`src/rtl/scat_pkg.sv`:
```
package scat_pkg;
  localparam int unsigned ELEM_W = 64;
  localparam int unsigned IMM_W  = 5;

  function automatic logic [ELEM_W-1:0] lane_addr(input logic [ELEM_W-1:0] base,
                                                  input logic [IMM_W-1:0] imm);
    logic [ELEM_W-1:0] off;
    off = {{(ELEM_W-IMM_W-3){1'b0}}, imm, 3'b000};
    return base + off;
  endfunction
endpackage

```
`src/rtl/scat_lane_mask.sv`:
```
module scat_lane_mask #(
  parameter int unsigned LANES = 4
) (
  input  logic [LANES*8-1:0] pred,
  output logic [LANES-1:0]   active
);
  for (genvar e = 0; e < LANES; e++) begin : g_lane
    assign active[e] = pred[e*8];
  end
endmodule

```
`src/rtl/scat_lane_pick.sv`:
```
module scat_lane_pick #(
  parameter int unsigned LANES = 4,
  localparam int unsigned IDX_W = $clog2(LANES)
) (
  input  logic [LANES-1:0] pending,
  output logic             any,
  output logic [IDX_W-1:0] idx
);
  always_comb begin
    idx = '0;
    for (int e = LANES - 1; e >= 0; e--) begin
      if (pending[e]) idx = IDX_W'(e);
    end
  end
  assign any = |pending;
endmodule

```
`src/rtl/scat_addr_gen.sv`:
```
module scat_addr_gen
  import scat_pkg::*;
#(
  parameter int unsigned LANES = 4,
  localparam int unsigned IDX_W = $clog2(LANES)
) (
  input  logic [LANES*ELEM_W-1:0] base_vec,
  input  logic [LANES*ELEM_W-1:0] data_vec,
  input  logic [IMM_W-1:0]        imm,
  input  logic [IDX_W-1:0]        idx,
  output logic [ELEM_W-1:0]       addr,
  output logic [ELEM_W-1:0]       data
);
  logic [ELEM_W-1:0] base_sel;
  assign base_sel = base_vec[idx*ELEM_W +: ELEM_W];
  assign data     = data_vec[idx*ELEM_W +: ELEM_W];
  assign addr     = lane_addr(base_sel, imm);
endmodule

```
`src/rtl/scatter_store_seq.sv`:
```
module scatter_store_seq
  import scat_pkg::*;
#(
  parameter int unsigned VEC_BITS = 256,
  localparam int unsigned LANES  = VEC_BITS / ELEM_W,
  localparam int unsigned IDX_W  = $clog2(LANES),
  localparam int unsigned PRED_W = VEC_BITS / 8
) (
  input  logic                clk,
  input  logic                rst_n,
  input  logic                cmd_valid,
  output logic                cmd_ready,
  input  logic [VEC_BITS-1:0] cmd_base,
  input  logic [VEC_BITS-1:0] cmd_data,
  input  logic [PRED_W-1:0]   cmd_pred,
  input  logic [IMM_W-1:0]    cmd_imm,
  output logic                wr_valid,
  input  logic                wr_ready,
  output logic [ELEM_W-1:0]   wr_addr,
  output logic [ELEM_W-1:0]   wr_data,
  output logic                done
);
  logic                busy_q;
  logic [VEC_BITS-1:0] base_q, data_q;
  logic [IMM_W-1:0]    imm_q;
  logic [LANES-1:0]    pend_q;

  logic [LANES-1:0]    cmd_active;
  logic                sel_any;
  logic [IDX_W-1:0]    sel_idx;
  logic                ev_accept, ev_write, ev_finish;

  scat_lane_mask #(.LANES(LANES)) u_mask (
    .pred   (cmd_pred),
    .active (cmd_active)
  );

  scat_lane_pick #(.LANES(LANES)) u_pick (
    .pending (pend_q),
    .any     (sel_any),
    .idx     (sel_idx)
  );

  scat_addr_gen #(.LANES(LANES)) u_agen (
    .base_vec (base_q),
    .data_vec (data_q),
    .imm      (imm_q),
    .idx      (sel_idx),
    .addr     (wr_addr),
    .data     (wr_data)
  );

  assign cmd_ready = !busy_q;
  assign wr_valid  = busy_q && sel_any;
  assign done      = busy_q && !sel_any;

  assign ev_accept = cmd_valid && cmd_ready;
  assign ev_write  = wr_valid && wr_ready;
  assign ev_finish = done;

  always_ff @(posedge clk or negedge rst_n) begin
    if (!rst_n) begin
      busy_q <= 1'b0;
      base_q <= '0;
      data_q <= '0;
      imm_q  <= '0;
      pend_q <= '0;
    end else if (ev_accept) begin
      busy_q <= 1'b1;
      base_q <= cmd_base;
      data_q <= cmd_data;
      imm_q  <= cmd_imm;
      pend_q <= cmd_active;
    end else if (ev_finish) begin
      busy_q <= 1'b0;
    end else if (ev_write) begin
      pend_q[sel_idx] <= 1'b0;
    end
  end
endmodule

```
`config.mk`:
```
export PLATFORM = sky130hd
export DESIGN_NAME = scatter_store_seq
export DESIGN_NICKNAME = d
export VERILOG_FILES = /design/src/rtl/scat_pkg.sv /design/src/rtl/scat_lane_mask.sv /design/src/rtl/scat_lane_pick.sv /design/src/rtl/scat_addr_gen.sv /design/src/rtl/scatter_store_seq.sv
export SDC_FILE = /design/constraint.sdc
export NUM_CORES = 1
export LEC_CHECK = 0
export ABC_AREA = 1
export BUFFER_PORTS_ARGS = -buffer_cell sky130_fd_sc_hd__buf_4
export CORE_AREA = 2 2 265 267
export CTS_BUF_LIST = sky130_fd_sc_hd__clkbuf_4 sky130_fd_sc_hd__clkbuf_8
export CTS_CLUSTER_SIZE = 28
export DETAILED_ROUTE_END_ITERATION = 16
export DIE_AREA = 0 0 267 269
export PLACE_DENSITY = 0.58
export SYNTH_ARGS = -nofsm -noshare
export SYNTH_HDL_FRONTEND = slang
export SYNTH_HIERARCHICAL = 1
export SYNTH_SLANG_ARGS = --single-unit
```
`constraint.sdc`:
```
create_clock -name clk -period 5.35 [get_ports clk]
set_clock_uncertainty 0.05 [all_clocks]
set_input_delay 0.8025 -clock clk [delete_from_list [all_inputs] [get_ports clk]]
set_output_delay 0.8025 -clock clk [all_outputs]
set_load 0.1 [all_outputs]
```
Word-level counts from Yosys, hierarchy flattened
Index checks and enable logic that the tools add are counted.
{"block": "classes", "bitwise": 2, "n_mux": 11, "shift": 2, "n_reduce_logical": 11, "n_eq_ne": 1, "magnitude_cmp": 2, "n_addsub": 1}
{"operator": "$shiftx 256x9->64", "count": 2}
{"operator": "$add 64x8->64", "count": 1}
{"operator": "$mux 4", "count": 3}
{"operator": "$mux 2", "count": 4}
{"operator": "$logic_and 1x1->1", "count": 5}
{"operator": "$and 4x4->4", "count": 1}
{"operator": "$not 4->4", "count": 1}
{"operator": "$reduce_bool 2->1", "count": 2}
{"operator": "$reduce_or 4->1", "count": 1}
{"operator": "$lt 2x3->1 const B", "count": 1}
{"operator": "$mux 1", "count": 3}
{"operator": "$demux 1 s2", "count": 1}
{"operator": "$ge 2x1->1 const B", "count": 1}
{"operator": "$logic_not 1->1", "count": 2}
{"operator": "$ne 2x1->1 const B", "count": 1}
{"operator": "$reduce_and 2->1", "count": 1}
{"block": "word_totals", "ff_bits": 522}

Longest topological paths before layout
{"block": "logic_depth", "word_depth": 13, "ltp_mapped": 25, "mapped_depth_nobuf": 20}

By module
Netlist, hierarchy kept.
{"module": "scatter_store_seq", "seq_area_each_um2": 13062.5, "area_each_um2": 19611.3, "instances": 1, "cells_per_inst": 2229}
{"module": "scat_addr_gen", "seq_area_each_um2": 0.0, "area_each_um2": 6127.1, "instances": 1, "cells_per_inst": 1350}
{"module": "scat_lane_pick", "seq_area_each_um2": 0.0, "area_each_um2": 46.3, "instances": 1, "cells_per_inst": 9}
{"module": "scat_lane_mask", "seq_area_each_um2": 0.0, "area_each_um2": 30.0, "instances": 1, "cells_per_inst": 4}

Worst setup path before layout
Ideal clock, no wire load.
{"block": "synth_timing", "path_kind": "register to output", "start": "register pend_q[2]", "end": "output port wr_addr[25]", "setup_slack_ns": -0.128, "path_buffers": 5, "arrival_time_ns": 4.626, "path_stages_with_launch": 23, "path_cell_list": "dfrtp_1 inv_2 nand2_1 a21oi_2 buf_6 clkinv_4 buf_6 buf_2 clkbuf_1 clkbuf_1 o21ai_0 o22ai_1 ha_1 fa_1 nand2_1 nand2_1 nand2_1 nand2_1 nand2_2 nor2_2 nand2_1 nor2_4 xnor2_1"}
{"block": "synth_via", "elab_chain_cells": 5}
{"element": "start: declaration", "line": "scatter_store_seq.sv:26", "text": "logic [LANES-1:0] pend_q;"}
{"element": "start signal: assignment", "line": "scatter_store_seq.sv:73", "text": "pend_q <= cmd_active;"}
{"element": "$mux 2 (3 in a row)", "line": "scat_lane_pick.sv:12", "text": "if (pending[e]) idx = IDX_W'(e);"}
{"element": "named net sel_idx[0]", "line": "scatter_store_seq.sv:30", "text": "logic [IDX_W-1:0] sel_idx;"}
{"element": "$shiftx 256x9->64", "line": "scat_addr_gen.sv:15", "text": "assign base_sel = base_vec[idx*ELEM_W +: ELEM_W];"}
{"element": "$add 64x8->64", "line": "scat_pkg.sv:9", "text": "return base + off;"}
{"element": "end: declaration", "line": "scatter_store_seq.sv:19", "text": "output logic [ELEM_W-1:0] wr_addr,"}
The timed path passes the listed nets, and every way through them passes these cells.

Worst setup path in the final report
{"block": "layout_timing", "start": "register pend_q[2]", "end": "output port wr_addr[51]"}
Same word-level chain as after synthesis.

==> qor.yml <==
sta:
  fin_crit_ns: 5.06
  slew_headroom_pct: 35.8
  rsz0062_at_grt: "false"
  finalCritPeriodShare_pct: 94.5
  finalHoldViolations: 0
  fin_setup_tns_ns: 0
  worst_pin_slew_ns: 0.963
  fmax_mhz: 198
  finalSetupViolCount: 0
  finalMaxSlewViolations: 0
critical_path:
  cp_max_fo: 13
  cp_cell_sequence: "inv_2 -> nand2_1 -> a21oi_4 -> clkinv_8 -> o21ai_0 -> o22ai_1 -> ha_1 -> fa_1 -> nand2_1 -> nand2_1 -> nand2_1 -> nand2_1 -> nand2_2 -> nor2_4 -> nand2_1 -> inv_1 -> nand2_1 -> nand2_1 -> nand2_1 -> buf_6"
  cpMostUsedCell: "nand2_1"
  crit_slowest_cell: "fa_1"
  path_class: "register to primary output"
  cp.arrival_ns: 4.21
  crit_required_ns: 4.50
  cp-start-kind: "register"
  endpoint_kind: "primary output"
  max_stage_delay_ns: 0.45
routing:
  finalWirelength_um: 95800
  drt_first_iter_violations: 1778
  drc: 0
  drtPass1Iterations: 6
  antenna_left: 0
  vias_per_cell: 4.78
  post_drt_wl_per_cell_um: 18.4
  dr_total_vias: 24900
synth:
  synth_area_um2: 25800
  synth_edf_count: 0
  synth_cell_types: 27
  yosysMostFrequentCell: "nand2_1"
  postSynthCellCount: 3592
  yosys_warnings: 6
  synth.area.top_cells: "dfrtp_1 51%, nand2_1 30%, nor2_1 4.2%"
  ys_seq_area_share_pct: 50.6
  synth.net_count: 4151
  synthTopCellsByCount: "2042 x nand2_1, 522 x dfrtp_1, 288 x nor2_1, 147 x nand3_1, 147 x o21ai_0"
  ys_seq_elements: 522
  synthFlopType: "dfrtp_1"
  synth_top_area_cell: "dfrtp_1"
  syn_area_per_cell_um2: 7.19
  yosysTopAreaCellShare_pct: 50.6
  async_flop_share_pct: 100
clock_network:
  clkTransAtPathRegs_ns: 0.06
  cts_buffer_depth: 3
  clock_sinks: 522
  cts_tree: "done"
  cts_made_buffers: 96
  cts_root_buf: "clkbuf_8"
  htreeDepth: 3
  cts_hold_buf: 0
  clkLatencyLatePin_ns: 0.67
placement:
  dp_hpwl_um: 66900
  routabilityCongestion: 0.912
  dpl_cell_area_um2: 31300
  port_buffers: 655
  place.detailed.instances: 5014
floorplan:
  rows: 97
  dieArea_um2: 71800
  die_w_um: 267
  chipHeight_um: 269
  ios: 684
  core_um2: 69300
  initial_core_util_pct: 37.3
run:
  drv_cap: 0
grt:
  first_global_vias: 24300
  grt_pass1_wl_um: 143000
  overflow: 0
  grt_max_degree: 181
  track_usage_pct: 26.1
  antenna_found_initial: 19
layout:
  stdcell_count: 5203
  nets: 4741
  stdcell_area_um2: 33500
  drive_gt1_share_pct: 21.6
  area_growth_syn_to_layout_pct: 29.9
min_path:
  hold_class: "input pin to asynchronous set/reset pin"
outcome:
  status: "complete, no violations"
==> metal layers <==
metal	share of wire, %	GRT usage, %	up-vias
met1	42	32.6	11600
li1	-	-	12300
met3	8.0	7.79	157
met4	2.4	7.46	20
met2	48	43.8	759
met5	0.14	0	-
==> cells by family (layout without fill, tap and decap cells) <==
logic type      after synthesis  after routing  synth area share (%)
simple gates               2518           2518                  37.8
flops                       522            522                  50.6
buf+inv                     289            952                  5.43
compound gates              225            225                  4.75
xor+xnor                     32             32                  1.09
fa+ha+maj                     6              6                 0.320
other cells                   0              8                     0
==> worst max-delay path: cells and delay by family, from the launching register on <==
kind | cells | cell delay (ns)
AND/OR/NAND/NOR | 11 | 1.15
adder cells (fa/ha/maj) | 2 | 0.70
buffers and inverters | 4 | 0.58
AO/OA/AOI/OAI | 3 | 0.72
flip-flops | 1 | 0.38
==> per-stage QoR <==
stage          hold WS, ns  setup slack, ns  utilization (%)
4_1_cts              0.172           0.0578             48.2
5_1_grt              0.203          0.00680             48.4
3_5_place_dp         0.403            0.793             45.2
6_report             0.163            0.292             48.4
2_1_floorplan        0.387           0.0529                -
3_3_place_gp         0.398            0.870             45.2
==> flip-flops by register name, indices dropped and copies added, names as in the netlist <==
register / flops
base_q: 256
data_q: 256
imm_q: 5
pend_q: 4
busy_q: 1
==> placed cells by master (no fill, tap or decap), types with 3 or more instances in the layout <==
master,count
clkinv_2,4
nand2_2,8
nor2_1,287
buf_4,674
nor2_4,6
a21oi_1,3
clkinv_8,3
ha_1,5
clkbuf_4,46
xor2_1,19
buf_12,12
diode_2,8
o22ai_1,72
xnor2_2,9
nand4_1,3
o21ai_0,146
clkbuf_8,113
nand2_1,2042
dfrtp_1,522
nand3_1,147
inv_6,4
inv_1,80
xnor2_1,3
buf_6,7
nor2_2,21
==> final timing paths <==
check,to,slack [ns],start,depth (start not counted)
max,wr_addr[51],0.29,pend_q[2],20
min,base_q[17],0.16,rst_n,1
max reg2reg,base_q[52],2.77,busy_q,5
min reg2reg,data_q[97],0.41,data_q[97],2
max in group asynchronous,base_q[111],3.90,rst_n,2
min in group clk,data_q[111],0.25,cmd_data[111],3
==> repair_timing <==
action                     4_1_cts  5_1_grt
resized for setup                0       14
setup buffers                    0        8
setup endpoints to repair        0       25
==> cell type report <==
type	count	area [µm²]
clock inverter	12	154
timing repair buffer	694	5390
antenna	8	20.0
timing repair inverter	2	17.5
tap	940	1180
fill	7167	35800
inverter	85	342
sequential	522	13100
clock buffer	159	1900
multi-input combinational	2781	11500
Power is not shown: default switching activity piles up to over one toggle a cycle in this logic, so the estimate is an artifact.
